File: src/rtl/sar_seq_pkg.sv
package sar_seq_pkg;

  typedef enum logic [1:0] {
    ST_IDLE = 2'd0,
    ST_WARM = 2'd1,
    ST_CONV = 2'd2
  } seq_state_t;

  // Number of written results between flag events for an interval code.
  function automatic logic [4:0] intv_samples(input logic [3:0] code);
    logic [4:0] n;
    case (code)
      4'd0, 4'd1: n = 5'd1;
      4'd2, 4'd3, 4'd4, 4'd5, 4'd6, 4'd7, 4'd8: n = {1'b0, code};
      4'd9:       n = 5'd12;
      default:    n = 5'd16;
    endcase
    return n;
  endfunction

endpackage

File: src/rtl/sar_clk_div.sv
module sar_clk_div #(
  parameter int DIV_W = 3
) (
  input  logic             clk,
  input  logic             rst_n,
  input  logic             en,
  input  logic [DIV_W-1:0] code,
  output logic             tick
);
  localparam int CNT_W = (1 << DIV_W) - 1;

  logic [CNT_W-1:0] cnt;
  logic [CNT_W-1:0] limit;

  assign limit = (CNT_W'(1) << code) - CNT_W'(1);
  assign tick  = en && (cnt >= limit);

  always_ff @(posedge clk) begin
    if (!rst_n || !en) cnt <= '0;
    else if (tick)     cnt <= '0;
    else               cnt <= cnt + CNT_W'(1);
  end


  div_gap_chk: assert property (@(posedge clk) disable iff (!rst_n)
    (tick && code != '0 && en) |=> !tick);

endmodule

File: src/rtl/sar_bit_engine.sv
module sar_bit_engine #(
  parameter int RES_W = 12,
  parameter int ACQ   = 3
) (
  input  logic             clk,
  input  logic             rst_n,
  input  logic             active,
  input  logic             tick,
  input  logic             cmp_in,
  output logic             sampling,
  output logic [RES_W-1:0] trial,
  output logic             done,
  output logic [RES_W-1:0] result
);
  localparam int FRAME = ACQ + RES_W + 1;
  localparam int CYC_W = $clog2(FRAME);

  logic [CYC_W-1:0] cyc;
  logic [RES_W-1:0] sar;
  logic [RES_W-1:0] sel;

  // one select line per result bit, MSB decided first
  for (genvar i = 0; i < RES_W; i++) begin : g_sel
    assign sel[i] = (cyc == CYC_W'(ACQ + RES_W - 1 - i));
  end

  assign sampling = active && (cyc < CYC_W'(ACQ));
  assign trial    = sar | sel;
  assign done     = active && tick && (cyc == CYC_W'(FRAME - 1));
  assign result   = sar;

  always_ff @(posedge clk) begin
    if (!rst_n || !active) begin
      cyc <= '0;
      sar <= '0;
    end else if (tick) begin
      if (cyc == CYC_W'(FRAME - 1)) begin
        cyc <= '0;
        sar <= '0;
      end else begin
        cyc <= cyc + CYC_W'(1);
        sar <= (sar & ~sel) | (sel & {RES_W{cmp_in}});
      end
    end
  end


  acq_end_chk: assert property (@(posedge clk) disable iff (!rst_n)
    (active && tick && cyc == CYC_W'(ACQ - 1)) |=> !sampling);


  done_settled_chk: assert property (@(posedge clk) disable iff (!rst_n)
    done |-> (trial == result));

endmodule

File: src/rtl/sar_result_buf.sv
module sar_result_buf #(
  parameter int DEPTH = 8,
  parameter int W     = 12
) (
  input  logic                     clk,
  input  logic                     we,
  input  logic [$clog2(DEPTH)-1:0] waddr,
  input  logic [W-1:0]             wdata,
  input  logic [$clog2(DEPTH)-1:0] raddr,
  output logic [W-1:0]             rdata
);
  logic [W-1:0] mem [DEPTH];

  always_ff @(posedge clk) begin
    if (we) mem[waddr] <= wdata;
  end

  assign rdata = mem[raddr];

endmodule

File: src/rtl/sar_seq_ctrl.sv
module sar_seq_ctrl
  import sar_seq_pkg::*;
#(
  parameter int NUM_CFG    = 8,
  parameter int CH_W       = 3,
  parameter int BUF_DEPTH  = 8,
  parameter int RES_W      = 12,
  parameter int DIV_W      = 3,
  parameter int WARM_TICKS = 20,
  parameter int ACQ_TICKS  = 3
) (
  input  logic                         clk,
  input  logic                         rst_n,
  input  logic                         halt,
  input  logic                         conv_wr,
  input  logic                         conv_wdata,
  input  logic                         cont_mode,
  input  logic                         fast_start,
  input  logic [DIV_W-1:0]             div_code,
  input  logic [3:0]                   intv_code,
  input  logic [$clog2(NUM_CFG)-1:0]   seq_last,
  input  logic [NUM_CFG*CH_W-1:0]      chan_map,
  input  logic                         ie,
  input  logic                         flag_clr,
  input  logic                         cmp_in,
  output logic [CH_W-1:0]              mux_sel,
  output logic                         sampling,
  output logic [RES_W-1:0]             dac_code,
  output logic                         busy,
  output logic                         flag,
  output logic                         irq,
  output logic [$clog2(BUF_DEPTH)-1:0] last_addr,
  output logic                         wr_valid,
  output logic [$clog2(BUF_DEPTH)-1:0] wr_addr,
  output logic [RES_W-1:0]             wr_data,
  input  logic [$clog2(BUF_DEPTH)-1:0] rd_addr,
  output logic [RES_W-1:0]             rd_data
);
  localparam int SEQ_W  = $clog2(NUM_CFG);
  localparam int ADDR_W = $clog2(BUF_DEPTH);
  localparam int WARM_W = $clog2(WARM_TICKS);

  seq_state_t        state;
  logic [SEQ_W-1:0]  ent;
  logic [ADDR_W-1:0] ptr;
  logic [WARM_W-1:0] warm_cnt;
  logic [4:0]        scnt;
  logic              stop_req;

  logic              tick, conv_done, cnv_active, accept;
  logic              start_req, stop_wr, stop_now, seq_end, flag_hit;
  logic [4:0]        intv_n;
  logic [RES_W-1:0]  result;

  assign busy       = (state != ST_IDLE);
  assign cnv_active = (state == ST_CONV);
  assign start_req  = !busy && conv_wr && conv_wdata && !halt;
  assign stop_wr    = busy && conv_wr && !conv_wdata;
  assign stop_now   = stop_req || stop_wr;
  assign accept     = conv_done && !halt;
  assign intv_n     = intv_samples(intv_code);
  assign flag_hit   = accept && ((scnt + 5'd1) >= intv_n);
  assign seq_end    = (ent == seq_last);

  sar_clk_div #(.DIV_W(DIV_W)) u_div (
    .clk   (clk),
    .rst_n (rst_n),
    .en    (busy),
    .code  (div_code),
    .tick  (tick)
  );

  sar_bit_engine #(.RES_W(RES_W), .ACQ(ACQ_TICKS)) u_eng (
    .clk      (clk),
    .rst_n    (rst_n),
    .active   (cnv_active),
    .tick     (tick),
    .cmp_in   (cmp_in),
    .sampling (sampling),
    .trial    (dac_code),
    .done     (conv_done),
    .result   (result)
  );

  sar_result_buf #(.DEPTH(BUF_DEPTH), .W(RES_W)) u_buf (
    .clk   (clk),
    .we    (accept),
    .waddr (ptr),
    .wdata (result),
    .raddr (rd_addr),
    .rdata (rd_data)
  );

  assign mux_sel  = chan_map[ent*CH_W +: CH_W];
  assign wr_valid = accept;
  assign wr_addr  = ptr;
  assign wr_data  = result;
  assign irq      = flag && ie;

  // sequencing: warm-up, entry walk, graceful stop, abort
  always_ff @(posedge clk) begin
    if (!rst_n) begin
      state    <= ST_IDLE;
      ent      <= '0;
      ptr      <= '0;
      warm_cnt <= '0;
      scnt     <= '0;
      stop_req <= 1'b0;
    end else if (halt) begin
      state    <= ST_IDLE;
      stop_req <= 1'b0;
    end else begin
      if (stop_wr) stop_req <= 1'b1;
      unique case (state)
        ST_IDLE: begin
          if (start_req) begin
            state    <= fast_start ? ST_CONV : ST_WARM;
            ent      <= '0;
            ptr      <= '0;
            warm_cnt <= '0;
            scnt     <= '0;
            stop_req <= 1'b0;
          end
        end
        ST_WARM: begin
          if (tick) begin
            if (warm_cnt == WARM_W'(WARM_TICKS - 1)) state <= ST_CONV;
            else warm_cnt <= warm_cnt + WARM_W'(1);
          end
        end
        ST_CONV: begin
          if (accept) begin
            scnt <= flag_hit ? 5'd0 : scnt + 5'd1;
            if (stop_now || (!cont_mode && seq_end)) begin
              state    <= ST_IDLE;
              stop_req <= 1'b0;
            end else begin
              ent <= seq_end ? '0 : ent + SEQ_W'(1);
              ptr <= ptr + ADDR_W'(1);
            end
          end
        end
        default: state <= ST_IDLE;
      endcase
    end
  end

  // data-available flag and latched address
  always_ff @(posedge clk) begin
    if (!rst_n) begin
      flag      <= 1'b0;
      last_addr <= '0;
    end else if (start_req) begin
      flag <= 1'b0;
    end else if (flag_hit) begin
      flag      <= 1'b1;
      last_addr <= ptr;
    end else if (flag_clr) begin
      flag <= 1'b0;
    end
  end


  halt_abort_chk: assert property (@(posedge clk) disable iff (!rst_n)
    halt |=> !busy);


  start_clears_flag_chk: assert property (@(posedge clk) disable iff (!rst_n)
    (conv_wr && conv_wdata && !busy && !halt) |=> !flag);


  last_addr_chk: assert property (@(posedge clk) disable iff (!rst_n)
    $rose(flag) |-> (last_addr == $past(wr_addr)));


  stop_after_write_chk: assert property (@(posedge clk) disable iff (!rst_n)
    ($fell(busy) && !$past(halt)) |-> $past(wr_valid));


  single_end_chk: assert property (@(posedge clk) disable iff (!rst_n)
    (wr_valid && !cont_mode && seq_end) |=> !busy);

endmodule

File: config.mk
export PLATFORM = sky130hd
export DESIGN_NAME = sar_seq_ctrl
export DESIGN_NICKNAME = d
export VERILOG_FILES = /design/src/rtl/sar_seq_pkg.sv /design/src/rtl/sar_clk_div.sv /design/src/rtl/sar_bit_engine.sv /design/src/rtl/sar_result_buf.sv /design/src/rtl/sar_seq_ctrl.sv
export SDC_FILE = /design/constraint.sdc
export NUM_CORES = 1
export LEC_CHECK = 0
export ABC_CLOCK_PERIOD_IN_PS = 6200
export BUFFER_PORTS_ARGS = -buffer_cell sky130_fd_sc_hd__buf_2
export CORE_MARGIN = 10
export CORE_UTILIZATION = 45
export DETAILED_ROUTE_END_ITERATION = 8
export MAX_ROUTING_LAYER = met4
export PLACE_DENSITY = 0.73
export SLEW_MARGIN = 0
export SYNTH_ARGS = -nofsm -noshare
export SYNTH_HDL_FRONTEND = slang
export SYNTH_HIERARCHICAL = 1
export SYNTH_SLANG_ARGS = --single-unit
File: constraint.sdc
create_clock -name clk -period 6.2 [get_ports clk]
set_clock_uncertainty 0.2 [all_clocks]
set_input_delay 0.62 -clock clk [delete_from_list [all_inputs] [get_ports clk]]
set_output_delay 0.62 -clock clk [all_outputs]
set_load 0.01 [all_outputs]
-- Word-level counts from Yosys, hierarchy flattened
Memories as Yosys holds them, arrays and structs flattened.
Index checks and enable logic that the tools add are counted.
- add/sub/neg operators: 7
- multipliers: 1
- $lt $le $gt $ge: 3
- equal/unequal tests: 33
- shift operators: 2
- multiplexer cells: 34
- bitwise logic cells: 8
- reductions and logical operators: 39
- operators by type and width (cell ; count):
    equality test 4 bit, second input constant ; 10
    equality test 4 x 3 -> 1 bit, second input constant ; 8
    two-way mux 5 bit ; 5
    AND 12 bit ; 2
    bitwise OR 12 bit ; 2
    indexed part select 24 x 6 -> 3 bit ; 1
    one-hot mux 5 bit (2 select lines) ; 2
    two-way mux 3 bit ; 6
    one-hot mux 5 bit (3 select lines) ; 1
    AND reduction 5 bit ; 3
    logical AND 1 bit ; 13
    equality test 4 x 2 -> 1 bit, second input constant ; 3
    two-way mux 12 bit ; 1
    two-way mux 2 bit ; 6
    != test 2 bit, second input constant ; 6
    inverter 12 bit ; 1
    one-hot mux 3 bit (2 select lines) ; 2
    adder 5 x 1 -> 5 bit, second input constant ; 2
    two-way mux 1 bit ; 8
    nonzero test 2 bit ; 4
    OR reduction 2 bit ; 4
    adder 7 x 1 -> 7 bit, second input constant ; 1
    >= comparator 7 bit ; 1
    OR reduction 7 bit ; 1
    23 further kinds ; 34
- bits in registers: 46
- RAM bits: 96
- input bits: 47
- output and inout bits: 50
- word-level logic and storage cells: 139
- memories kept: 1
- memories (name ; depth ; width ; rd ports ; clocked after memory_dff ; wr ports ; line ; RTL):
    u_buf.mem ; 8 ; 12 ; 1 ; 0 ; 1 ; sar_result_buf.sv:12 ; logic [W-1:0] mem [DEPTH];

-- Depth between registers and ports, before layout
Gate-level depths: netlist of the first run.
- depth in word-level cells: 11
- gate-level depth with buffers: 14
- depth with buffers taken out: 13

-- Modules after synthesis
Netlist of the first run, hierarchy kept.
- by module, submodules not included (module ; instances ; cells each ; area each (um^2)):
    sar_result_buf ; 1 ; 152 ; 3747.3
    sar_seq_ctrl ; 1 ; 169 ; 1647.8
    sar_bit_engine ; 1 ; 117 ; 996.0
    sar_clk_div ; 1 ; 52 ; 483.0

-- Worst setup path before layout of the first run
Ideal clock, no wire load.
- path kind: input to register
- from: in div_code[1]
- to: mem u_buf.mem[0][0] (enable)
- library setup time: 396 ps
- arrival time: 3928 ps
- data required time: 5604 ps
- setup slack: 1676 ps
- stages: 12
- path buffers: 1
- path through: or3_1 > ha_1 > nand2b_4 > a2111oi_4 > or3_1 > a21boi_0 > buf_2 > nand2_1 > nor2_1 > and2b_1 > nand2b_1 > nor3_1
- cells in the longest elaborated chain, start to end: 9
- ends and longest elaborated chain (element ; line ; RTL):
    start, declared ; sar_seq_ctrl.sv:19 ; input logic [DIV_W-1:0] div_code,
    left shift 1 x 3 -> 7 bit ; sar_clk_div.sv:15 ; assign limit = (CNT_W'(1) << code) - CNT_W'(1);
    subtractor 7 x 2 -> 7 bit ; sar_clk_div.sv:15 ;
    >= comparator 7 bit ; sar_clk_div.sv:16 ; assign tick = en && (cnt >= limit);
    logical AND 1 bit ; sar_clk_div.sv:16 ;
    via tick ; sar_seq_ctrl.sv:50 ; logic tick, conv_done, cnv_active, accept;
    logical AND 1 bit (2 in series) ; sar_bit_engine.sv:29 ; assign done = active && tick && (cyc == CYC_W'(FRAME - 1));
    via conv_done ; sar_seq_ctrl.sv:50 ;
    logical AND 1 bit ; sar_seq_ctrl.sv:60 ; assign accept = conv_done && !halt;
    via wr_valid ; sar_seq_ctrl.sv:33 ; output logic wr_valid,
    two-way mux 1 bit ; sar_result_buf.sv:15 ; if (we) mem[waddr] <= wdata;
    two-way mux 1 bit (not written as such) ; sar_result_buf.sv:15 ;
    end, declared ; sar_result_buf.sv:12 ;
The timed path passes the listed nets, and every way through them passes these cells.

-- Worst setup path in the final report of the first run
- from: in div_code[1]
- to: mem u_buf.mem[7][4] (enable)
- cells in the longest elaborated chain, start to end: 9
- ends and longest elaborated chain (element ; line):
    left shift 1 x 3 -> 7 bit ; sar_clk_div.sv:15
    subtractor 7 x 2 -> 7 bit ; sar_clk_div.sv:15
    >= comparator 7 bit ; sar_clk_div.sv:16
    logical AND 1 bit ; sar_clk_div.sv:16
    via tick ; sar_seq_ctrl.sv:50
    logical AND 1 bit (2 in series) ; sar_bit_engine.sv:29
    via conv_done ; sar_seq_ctrl.sv:50
    logical AND 1 bit ; sar_seq_ctrl.sv:60
    two-way mux 1 bit ; sar_result_buf.sv:15
    two-way mux 1 bit (not written as such) ; sar_result_buf.sv:15
The timed path passes the listed nets, and every way through them passes these cells.

==> metrics.cfg, run 1 <==
[status]
outcome=complete, no violations

[synth]
synth_most_common_cell=edfxtp_1
synth_top_area_share_pct=41.9
synth_cells=490
synth_cell_types=72
ys_seq_area_share_pct=55.3
syn_avg_cell_area_um2=14.0
synthesis.area_um2=6870
synthFlopType=edfxtp_1
ys_seq_elements=142
synthTopCellsByArea=edfxtp_1, dfxtp_1, mux4_1
postSynth.asyncResetShare_pct=0
yosys.area.top_type=edfxtp_1
synthTopCellsByCount=edfxtp_1, dfxtp_1, nor2_1
yosys_warnings=6
synth_edf_count=96
synth_fp_nets=559

[worst_setup_path]
critPathBufInv=2
critical_path.top_delay_family=simple AND/OR/NAND/NOR gates
slowest_delay_ns=0.89
crit_path_end_kind=flop
critical_path.startpoint_type=input pin
crit_fanout=24
critPathLaunch=div_code[1]
critPathKind=input pin to flop
crit_chain=buf_2, or3_1, ha_1, nand2b_4, a2111oi_4, or3_1, a21boi_1, buf_4, nand2_1, nor2_1, and2b_1, nand2_1, nor2_1
worst-path-stages=13
crit_path_top_delay_cell=nor2_1
r2r-start=u_div/cnt[0]
crit_arrival_ns=4.06
required_ns=6.03
reg2reg_depth=12

[placement]
portBuffers=96
placed_cell_area_um2=7430
place_ws_ns=1.54
gp_congestion=0.817
dp_hpwl_um=11300

[drt]
first_pass_iters=5
routed_wirelength_um=15800
antenna_left=0
drc=0
via_count=4551
wl_per_cell_um=20.1
routed_via_density=5.80
drt-initial-drc-count=419

[power_and_ir_drop]
p_seq_share_pct=48.3
switching_share_pct=20.4
power_frac_comb_pct=3.7
p_per_area_nw_per_um2=259
p_switching_mw=0.424
vdd_drop_max_mv=0.190
power_mw=2.07
leakagePower_nw=3.45
clkPwrFrac_pct=48.1
p_int_mw=1.65

[clock_tree]
cts-resized-gates=0
cts_sinks=142
clkLatencyLatePin_ns=0.42
cts_root_buf=clkbuf_16
hold_buffers=0
path_clk_slew_ns=0.06
post_cts_buffers=0
clockBufferDepth=2
cts_tree=built
ctsHtreeMaxLevel=4
cts_buffers=17

[die]
num_rows=45
start_util_pct=45.6
dieArea_um2=20600
die_w_um=144
die_y_um=144
coreArea_um2=15100
ioPinCount=97

[global_route]
grt_pass1_vias=4735
grt_max_degree=26
antenna_found_initial=0
grt_pass1_wl_um=25000
grt_use_total_pct=16.1
overflow=0

[sta]
setup_violations=0
tns_ns=0
fmax_mhz=237
finalCritPeriodShare_pct=68.1
final_hold_viol_count=0
tightest_slew_ns=1.13
fin_crit_ns=4.22
relSlewSlack_pct=24.3
rsz0062_at_grt=false
maxSlewViolCount=0
setup_slack_ns=1.98

[run]
cap_violations=0

[cells_and_area]
drive_above_1_share_pct=28.8
diodes=0
fin_area_um2=8020
nets=653
area_delta_synth_final_pct=16.7

[worst_hold_path]
hold_path_startpoint=flag_clr
hp-class=input pin to flop
whs_path_depth=3

[state kept, by name, summed over array words and instances (netlist names), 4 cells and up]
name          cells
scnt              5
u_buf/mem        96
u_div/cnt         7
u_eng/cyc         4
u_eng/result     12
warm_cnt          5
[worst reg2reg max path, cell delays in order (launching register included)]
cell	delay, ns
dfxtp_1	0.41
inv_1	0.09
ha_1	0.28
nand2b_4	0.13
a2111oi_4	0.08
or3_1	0.39
a21boi_1	0.16
buf_4	0.27
nand2_1	0.08
nor2_1	0.15
and2b_1	0.34
nand2_1	0.17
nor2_1	0.89
[per-layer routing]
| metal | wire [um] | part of all wire, % | up-vias | GRT usage (%) |
|---|---|---|---|---|
| li1 | - | - | 2124 | - |
| met1 | 6910 | 44 | 2268 | 19.3 |
| met2 | 7940 | 50 | 147 | 26.8 |
| met3 | 836 | 5.3 | 12 | 4.46 |
| met4 | 82 | 0.52 | 0 | 2.90 |
| met5 | 0 | 0 | - | - |
[cell usage in the layout (no fill, tap or decap), types with 4 or more instances in the layout]
master,n
buf_2,96
edfxtp_1,96
dfxtp_1,46
nor2_1,41
mux4_1,27
nand3_1,22
ha_1,22
nand2_1,21
a21oi_1,18
clkbuf_16,17
mux2_2,15
a21o_1,11
xor2_1,10
inv_1,10
nor2b_1,7
a31oi_1,7
o21ai_0,7
nand2b_1,7
nor3_1,6
a22o_1,6
a311oi_1,6
nand4_1,5
and2_1,4
a31o_1,4
a22oi_1,4
mux2i_1,4
[metrics by stage]
step                      instances  util [%]  hold slack, ns
final                           785      53.2           0.272
after global routing            785      53.2           0.271
after CTS                       785      53.2           0.261
after detailed placement        753      49.2           0.271
after global placement          753      49.2           0.259
after floorplan                 490         -           0.241
[logic make-up (layout without fill, tap and decap cells)]
logic type,Yosys count,count (layout),share of synthesized area (%)
xor+xnor,16,16,2.69
compound gates,89,89,9.81
mux,50,50,14.6
fa+ha+maj,22,22,4.00
simple gates,135,135,10.3
buf+inv,36,143,3.31
flops,142,142,55.3
[power by group through the flow]
stage | Combinational [mW] | Clock (mW) | Sequential [mW]
floorplan | 0.0495 | 0 | 1.02
global route | 0.0835 | 1.06 | 1.00
detailed placement | 0.0761 | 0 | 1.02
CTS | 0.0764 | 1.01 | 1.00
finish | 0.0758 | 0.997 | 1.00
global placement | 0.0725 | 0 | 1.02
[layout make-up]
cell class,count,area [um2]
Fill cell,1258,7070
Sequential cell,142,3800
Timing Repair Buffer,99,503
Inverter,12,45.0
Clock inverter,12,134
Tap cell,188,235
Clock buffer,20,457
Multi-Input combinational cell,312,2840
[path summary, 6_finish.rpt]
check,to,slack (ns)
setup / recovery,u_buf/mem[7][4],1.98
setup reg to reg,u_buf/mem[7][4],2.19
hold / removal,flag,0.27
hold reg to reg,warm_cnt[1],0.28
(Power assumes the default switching activity.)
==> inputs of run 2 (changes only) <==
- ABC_AREA: not set -> 1
- ABC_CLOCK_PERIOD_IN_PS: 6200 -> 3500
- PLACE_DENSITY: 0.73 -> 0.75
- clock period: 6.2 -> 3.5 ns (I/O delays scaled with it)
==> run 2 against run 1 <==
  * Global-route usage grew 0.55 points
  * Largest power group is now the clock network
  * Core utilization grew 1.5 points
  * Sequential power grew 81%
  * Register-to-register slack lost 1.5 ns
  * Largest cell class unchanged
  * Die area grew 6.8%
==> metrics.cfg, run 2 <==
[die]
ioPinCount=97  ; unchanged
start_util_pct=46.3  ; +0.79 points
die_w_um=148  ; +3.3%
dieArea_um2=22000  ; +6.8%
die_y_um=148  ; +3.3%
coreArea_um2=16000  ; +6.0%
num_rows=46  ; +2.2%

[synth]
postSynth.asyncResetShare_pct=0  ; unchanged
synth_cells=912  ; +86%
synth_fp_nets=981  ; +75%
synth_compound_area_share_pct=5.35  ; -4.5 points
synth_edf_count=96  ; unchanged
synth_fa_ha_area_share_pct=3.71  ; -0.29 points
yosys.area_share.simple_pct=27.1  ; +17 points
synthesis.area_um2=7420  ; +7.9%
syn_avg_cell_area_um2=8.13  ; -42%
ys_seq_area_share_pct=51.3  ; -4.0 points
synthTopCellsByCount=nand2_1, inv_1, edfxtp_1
yosys_warnings=6  ; unchanged
synth_most_common_cell=nand2_1
ys_seq_elements=142  ; unchanged
synth_mux_area_share_pct=0  ; -15 points
synth_top_family_by_area=simple AND/OR/NAND/NOR gates
synthFlopType=edfxtp_1
synth_xor_area_share_pct=1.30  ; -1.4 points
synth_top_area_share_pct=38.9  ; -3.1 points
yosys.area.top_type=edfxtp_1
synth_cell_types=39  ; -46%
synthTopCellsByArea=edfxtp_1, nand2_1, dfxtp_1

[clock_tree]
cts_root_buf=clkbuf_16
path_clk_slew_ns=0.06  ; about the same
clockBufferDepth=2  ; unchanged
ctsHtreeMaxLevel=4  ; unchanged
cts_sinks=142  ; unchanged
clkLatencyLatePin_ns=0.42  ; about the same
cts_buffers=17  ; unchanged
cts_tree=built
post_cts_buffers=0  ; unchanged

[global_route]
grt_use_total_pct=16.6  ; +0.55 points
antenna_found_initial=0  ; unchanged
grt_pass1_wl_um=28300  ; +13%
grt_max_degree=49  ; +88%
overflow=0  ; unchanged
grt_pass1_vias=5794  ; +22%

[cells_and_area]
diodes=0  ; unchanged
top_register=u_buf/mem
largest_reg_flops=96  ; unchanged
final_common_cell=nand2_1
area_delta_synth_final_pct=17.9
layout_common_cells=nand2_1, inv_1, buf_2, edfxtp_1, nand3_1
n_fill_cell=1492  ; +19%
nets=1079  ; +65%
drive_above_1_share_pct=17.9  ; -11 points

[sta]
fin_crit_ns=2.98
final_hold_viol_count=0  ; unchanged
whs_ns=0.0195  ; -0.252 ns
finalCritPeriodShare_pct=85.0
maxSlewViolCount=0  ; unchanged
setup_violations=0  ; unchanged
fmax_mhz=336
tns_ns=0  ; unchanged
relSlewSlack_pct=46.8  ; +23 points
tightest_slew_ns=0.797  ; -0.335 ns
rsz0062_at_grt=false

[drt]
first_pass_iters=5  ; unchanged
wl_per_cell_um=14.3  ; -29%
via_count=5998  ; +32%
drc=0  ; unchanged
routed_via_density=4.84  ; -16%
drt-initial-drc-count=356  ; -15%
antenna_left=0  ; unchanged
routed_wirelength_um=17700  ; +12%

[power_and_ir_drop]
leakagePower_nw=4.07  ; +18%
p_per_area_nw_per_um2=478  ; +85%
power_mw=4.18  ; +100%
vdd_drop_max_mv=0.350  ; +84%

[run]
cap_violations=0  ; unchanged

[placement]
dp_hpwl_um=12300  ; +9.4%
portBuffers=96  ; unchanged
gp_congestion=0.872  ; +6.8%

[worst_setup_path]
crit_arrival_ns=2.43  ; -1.63 ns
crit_fanout=5  ; -79%
critPathKind=flop to output pin
required_ns=2.95  ; -3.08 ns
critical_path.startpoint_type=flop
crit_path_end_kind=output pin

[status]
outcome=complete, no violations

[worst_hold_path]
hp-class=input pin to flop

[run 2: cell count changes after synthesis, moves of 11 or more]
| cell | change |
|---|---|
| nand2_1 | +245 |
| inv_1 | +120 |
| nand3_1 | +69 |
| nor2_1 | +31 |
| mux4_1 | -27 |
| clkinv_1 | +20 |
| inv_2 | +19 |
| a21oi_1 | +15 |
| mux2_2 | -15 |
| o21ai_0 | +12 |
| a21o_1 | -11 |
[run 2: timing repair]
item,CTS,global route
setup endpoints to repair,0,0
hold buffers,1,0
gates resized for setup,0,0
endpoints found under the hold margin,1,0
[run 2: area by class of cell]
cell class | instances | area, um2 | area share, %
flip-flops and latches | 142 | 3800 | 43.5
multi-input cells | 569 | 2780 | 31.8
inverters | 171 | 642 | 7.34
repair buffers | 109 | 581 | 6.64
clock buffers | 18 | 429 | 4.91
well taps | 216 | 270 | 3.09
clock inverters | 14 | 239 | 2.73
[run 2: final timing paths]
path,from,endpoint,slack (ns),depth (start not counted)
setup / recovery,u_div/cnt[2],wr_valid,0.52,10
hold / removal,halt,state[0],0.02,4
setup reg to reg,u_div/cnt[2],u_buf/mem[5][7],0.67,12
hold reg to reg,u_div/cnt[0],u_div/cnt[0],0.27,1
[run 2: critical path, cell delays in order (launching register included)]
cell and delay [ns]:
dfxtp_1 0.37, ha_1 0.34, nand2_1 0.06, nor2_1 0.11, nand3_1 0.13, a31oi_1 0.26
nand2_1 0.12, nor3_1 0.19, nand2_1 0.10, inv_1 0.14, buf_2 0.19
[run 2: cell families after synthesis]
family	Yosys count
AO/OA/AOI/OAI	68
XOR/XNOR	11
adder cells (fa/ha/maj)	22
buffers and inverters	201
flip-flops	142
AND/OR/NAND/NOR	468
[run 2: routing by layer]
| metal | global-route usage [%] | wire length (um) | vias up |
|---|---|---|---|
| met5 | - | 0 | - |
| met4 | 6.29 | 333 | 0 |
| met3 | 4.31 | 1230 | 26 |
| met2 | 26.6 | 8270 | 199 |
| met1 | 19.8 | 7890 | 2678 |
| li1 | - | - | 3095 |
[run 2: stage by stage]
stage	area [um2]	setup WS (ns)	utilization [%]	instances
6_report	8740	0.524	54.6	1239
5_1_grt	8740	0.258	54.6	1239
4_1_cts	8740	0.478	54.6	1239
3_5_place_dp	8060	0.415	50.4	1206
3_3_place_gp	8060	0.487	50.4	1206
2_1_floorplan	7420	0.311	-	912
[run 2: power by group]
group	switching, mW	internal [mW]	total (mW)
registers	0.0259	1.78	1.81
clock network	0.690	1.34	2.03
logic	0.212	0.129	0.341
total	0.928	3.25	4.18
==> inputs of run 3 (changes only) <==
- ABC_CLOCK_PERIOD_IN_PS: 3500 -> 3100
- PLACE_DENSITY: 0.75 -> 0.73
- clock period: 3.5 -> 3.1 ns (I/O delays scaled with it)
==> run 3 against run 2 <==
  * Non-clock buffer count rose by 3
  * Sequential power is 13% higher
  * Hold slack gained 0.0083 ns
  * Critical path type unchanged
  * Critical endpoint unchanged
  * Largest cell class unchanged
  * Highest routed layer unchanged
==> metrics.cfg, run 3 (synthesized netlist as in run 2, its figures left out) <==
[status]
outcome=complete, no violations

[worst_setup_path]
required_ns=2.59  ; -0.36 ns
crit_fanout=5  ; unchanged
crit_path_end_kind=output pin
critical_path.startpoint_type=flop
critPathKind=flop to output pin
crit_arrival_ns=2.39  ; -0.04 ns

[clock_tree]
cts_sinks=142  ; unchanged
clkLatencyLatePin_ns=0.42  ; about the same
cts_root_buf=clkbuf_16
post_cts_buffers=0  ; unchanged
cts_buffers=17  ; unchanged
path_clk_slew_ns=0.06  ; about the same
ctsHtreeMaxLevel=4  ; unchanged
clockBufferDepth=2  ; unchanged
cts_tree=built

[placement]
gp_congestion=0.879  ; +0.72%
portBuffers=96  ; unchanged
placed_cell_area_um2=8080  ; +0.22%
place_ws_ns=0.0313  ; -0.383 ns
dp_hpwl_um=12400  ; about the same

[global_route]
grt_pass1_vias=5797  ; +0.052%
use_met1_pct=19.5  ; -0.30 points
grt_max_degree=49  ; unchanged
met3_usage_pct=4.67  ; +0.36 points
top_usage_layer=met2
grt_pass1_wl_um=28300  ; +0.12%
grt_use_total_pct=16.5  ; -0.15 points
antenna_found_initial=0  ; unchanged
use_met2_pct=26.6  ; +0.045 points
overflow=0  ; unchanged

[die]
die_w_um=148  ; unchanged
coreArea_um2=16000  ; unchanged
num_rows=46  ; unchanged
dieArea_um2=22000  ; unchanged
die_y_um=148  ; unchanged
ioPinCount=97  ; unchanged
start_util_pct=46.3  ; unchanged

[sta]
fmax_mhz=345
final_hold_viol_count=0  ; unchanged
finalCritPeriodShare_pct=93.5
maxSlewViolCount=0  ; unchanged
tightest_slew_ns=0.764  ; -0.0325 ns
setup_violations=0  ; unchanged
relSlewSlack_pct=49.0  ; +2.2 points
fin_crit_ns=2.90
setup_slack_ns=0.202  ; -0.322 ns

[cells_and_area]
nets=1082  ; +0.28%
utilization_pct=54.6  ; about the same
layout_common_cells=nand2_1, inv_1, buf_2, edfxtp_1, nand3_1
largest_reg_flops=96  ; unchanged
final_common_cell=nand2_1
diodes=0  ; unchanged
n_fill_cell=1484  ; -0.54%
drive_above_1_share_pct=18.4  ; +0.53 points
fin_area_um2=8740  ; about the same
area_delta_synth_final_pct=17.8  ; about the same
top_register=u_buf/mem

[power_and_ir_drop]
vdd_drop_max_mv=0.409  ; +17%
p_per_area_nw_per_um2=522  ; +9.2%
leakagePower_nw=4.07  ; about the same

[drt]
first_pass_iters=5  ; unchanged
antenna_left=0  ; unchanged
routed_wirelength_um=17400  ; -1.8%
drc=0  ; unchanged
wl_per_cell_um=14.0  ; -2.1%
routed_via_density=4.85  ; +0.11%
drt-initial-drc-count=353  ; -0.84%
via_count=6019  ; +0.35%

[worst_hold_path]
hp-class=input pin to flop

[run]
cap_violations=0  ; unchanged

==> run 3: cell count changes in the layout (fill, tap and decap cells not counted), sizes merged <==
cell	delta
inv	+7
bufinv	-3
buf	+2
clkinvlp	-2
clkbuf	-1
clkinv	-1
dlygate4sd3	+1
==> run 3: cell type report <==
cell class | instances | area, um2 | area share [%]
Inverter | 171 | 642 | 7.35
Timing Repair Buffer | 112 | 606 | 6.93
Sequential cell | 142 | 3800 | 43.5
Tap cell | 216 | 270 | 3.09
Clock buffer | 17 | 425 | 4.87
Multi-Input combinational cell | 569 | 2790 | 31.9
Clock inverter | 15 | 199 | 2.28
==> run 3: what timing repair did <==
| action | 4_1_cts | 5_1_grt |
|---|---|---|
| resized for setup | 0 | 3 |
| endpoints found under the setup margin | 0 | 97 |
| hold buffers | 2 | 0 |
| hold endpoints to repair | 2 | 0 |
==> run 3: per-stage QoR <==
step	hold WS, ns	setup TNS (ns)	total power, mW	instances
after floorplan	0.240	-3.74	2.35	912
after global placement	0.257	0	2.46	1208
after detailed placement	0.269	0	2.47	1208
after CTS	0.00749	0	4.60	1242
after global routing	0.0566	-0.00837	4.75	1242
final	0.0278	0	4.56	1242
==> run 3: routing by layer <==
metal,part of all wire [%],vias up
met5,0,-
met4,1.5,0
met3,6.3,24
met2,47,192
met1,45,2702
li1,-,3101
==> run 3: final timing paths <==
kind / start / end / slack [ns] / cells past startpoint
setup / recovery: u_div/cnt[2] / wr_valid / 0.20 / 10
hold / removal: fast_start / state[1] / 0.03 / 5
setup reg to reg: u_div/cnt[2] / u_buf/mem[1][4] / 0.28 / 12
hold reg to reg: u_div/cnt[0] / u_div/cnt[0] / 0.28 / 1
==> run 3: report_power, final <==
part           internal (mW)  switching (mW)  total [mW]
Clock                   1.30           0.831        2.13
Combinational          0.147           0.243       0.390
Sequential              2.01          0.0282        2.04
Total                   3.46            1.10        4.56
==> run 3: worst max-delay path, stage by stage, from the launching register on <==
cell and delay, ns:
dfxtp_1 0.36, ha_1 0.34, nand2_1 0.06, nor2_1 0.10, nand3_1 0.16, a31oi_2 0.28
nand2_1 0.13, nor3_2 0.16, nand2_1 0.10, inv_2 0.11, buf_2 0.17
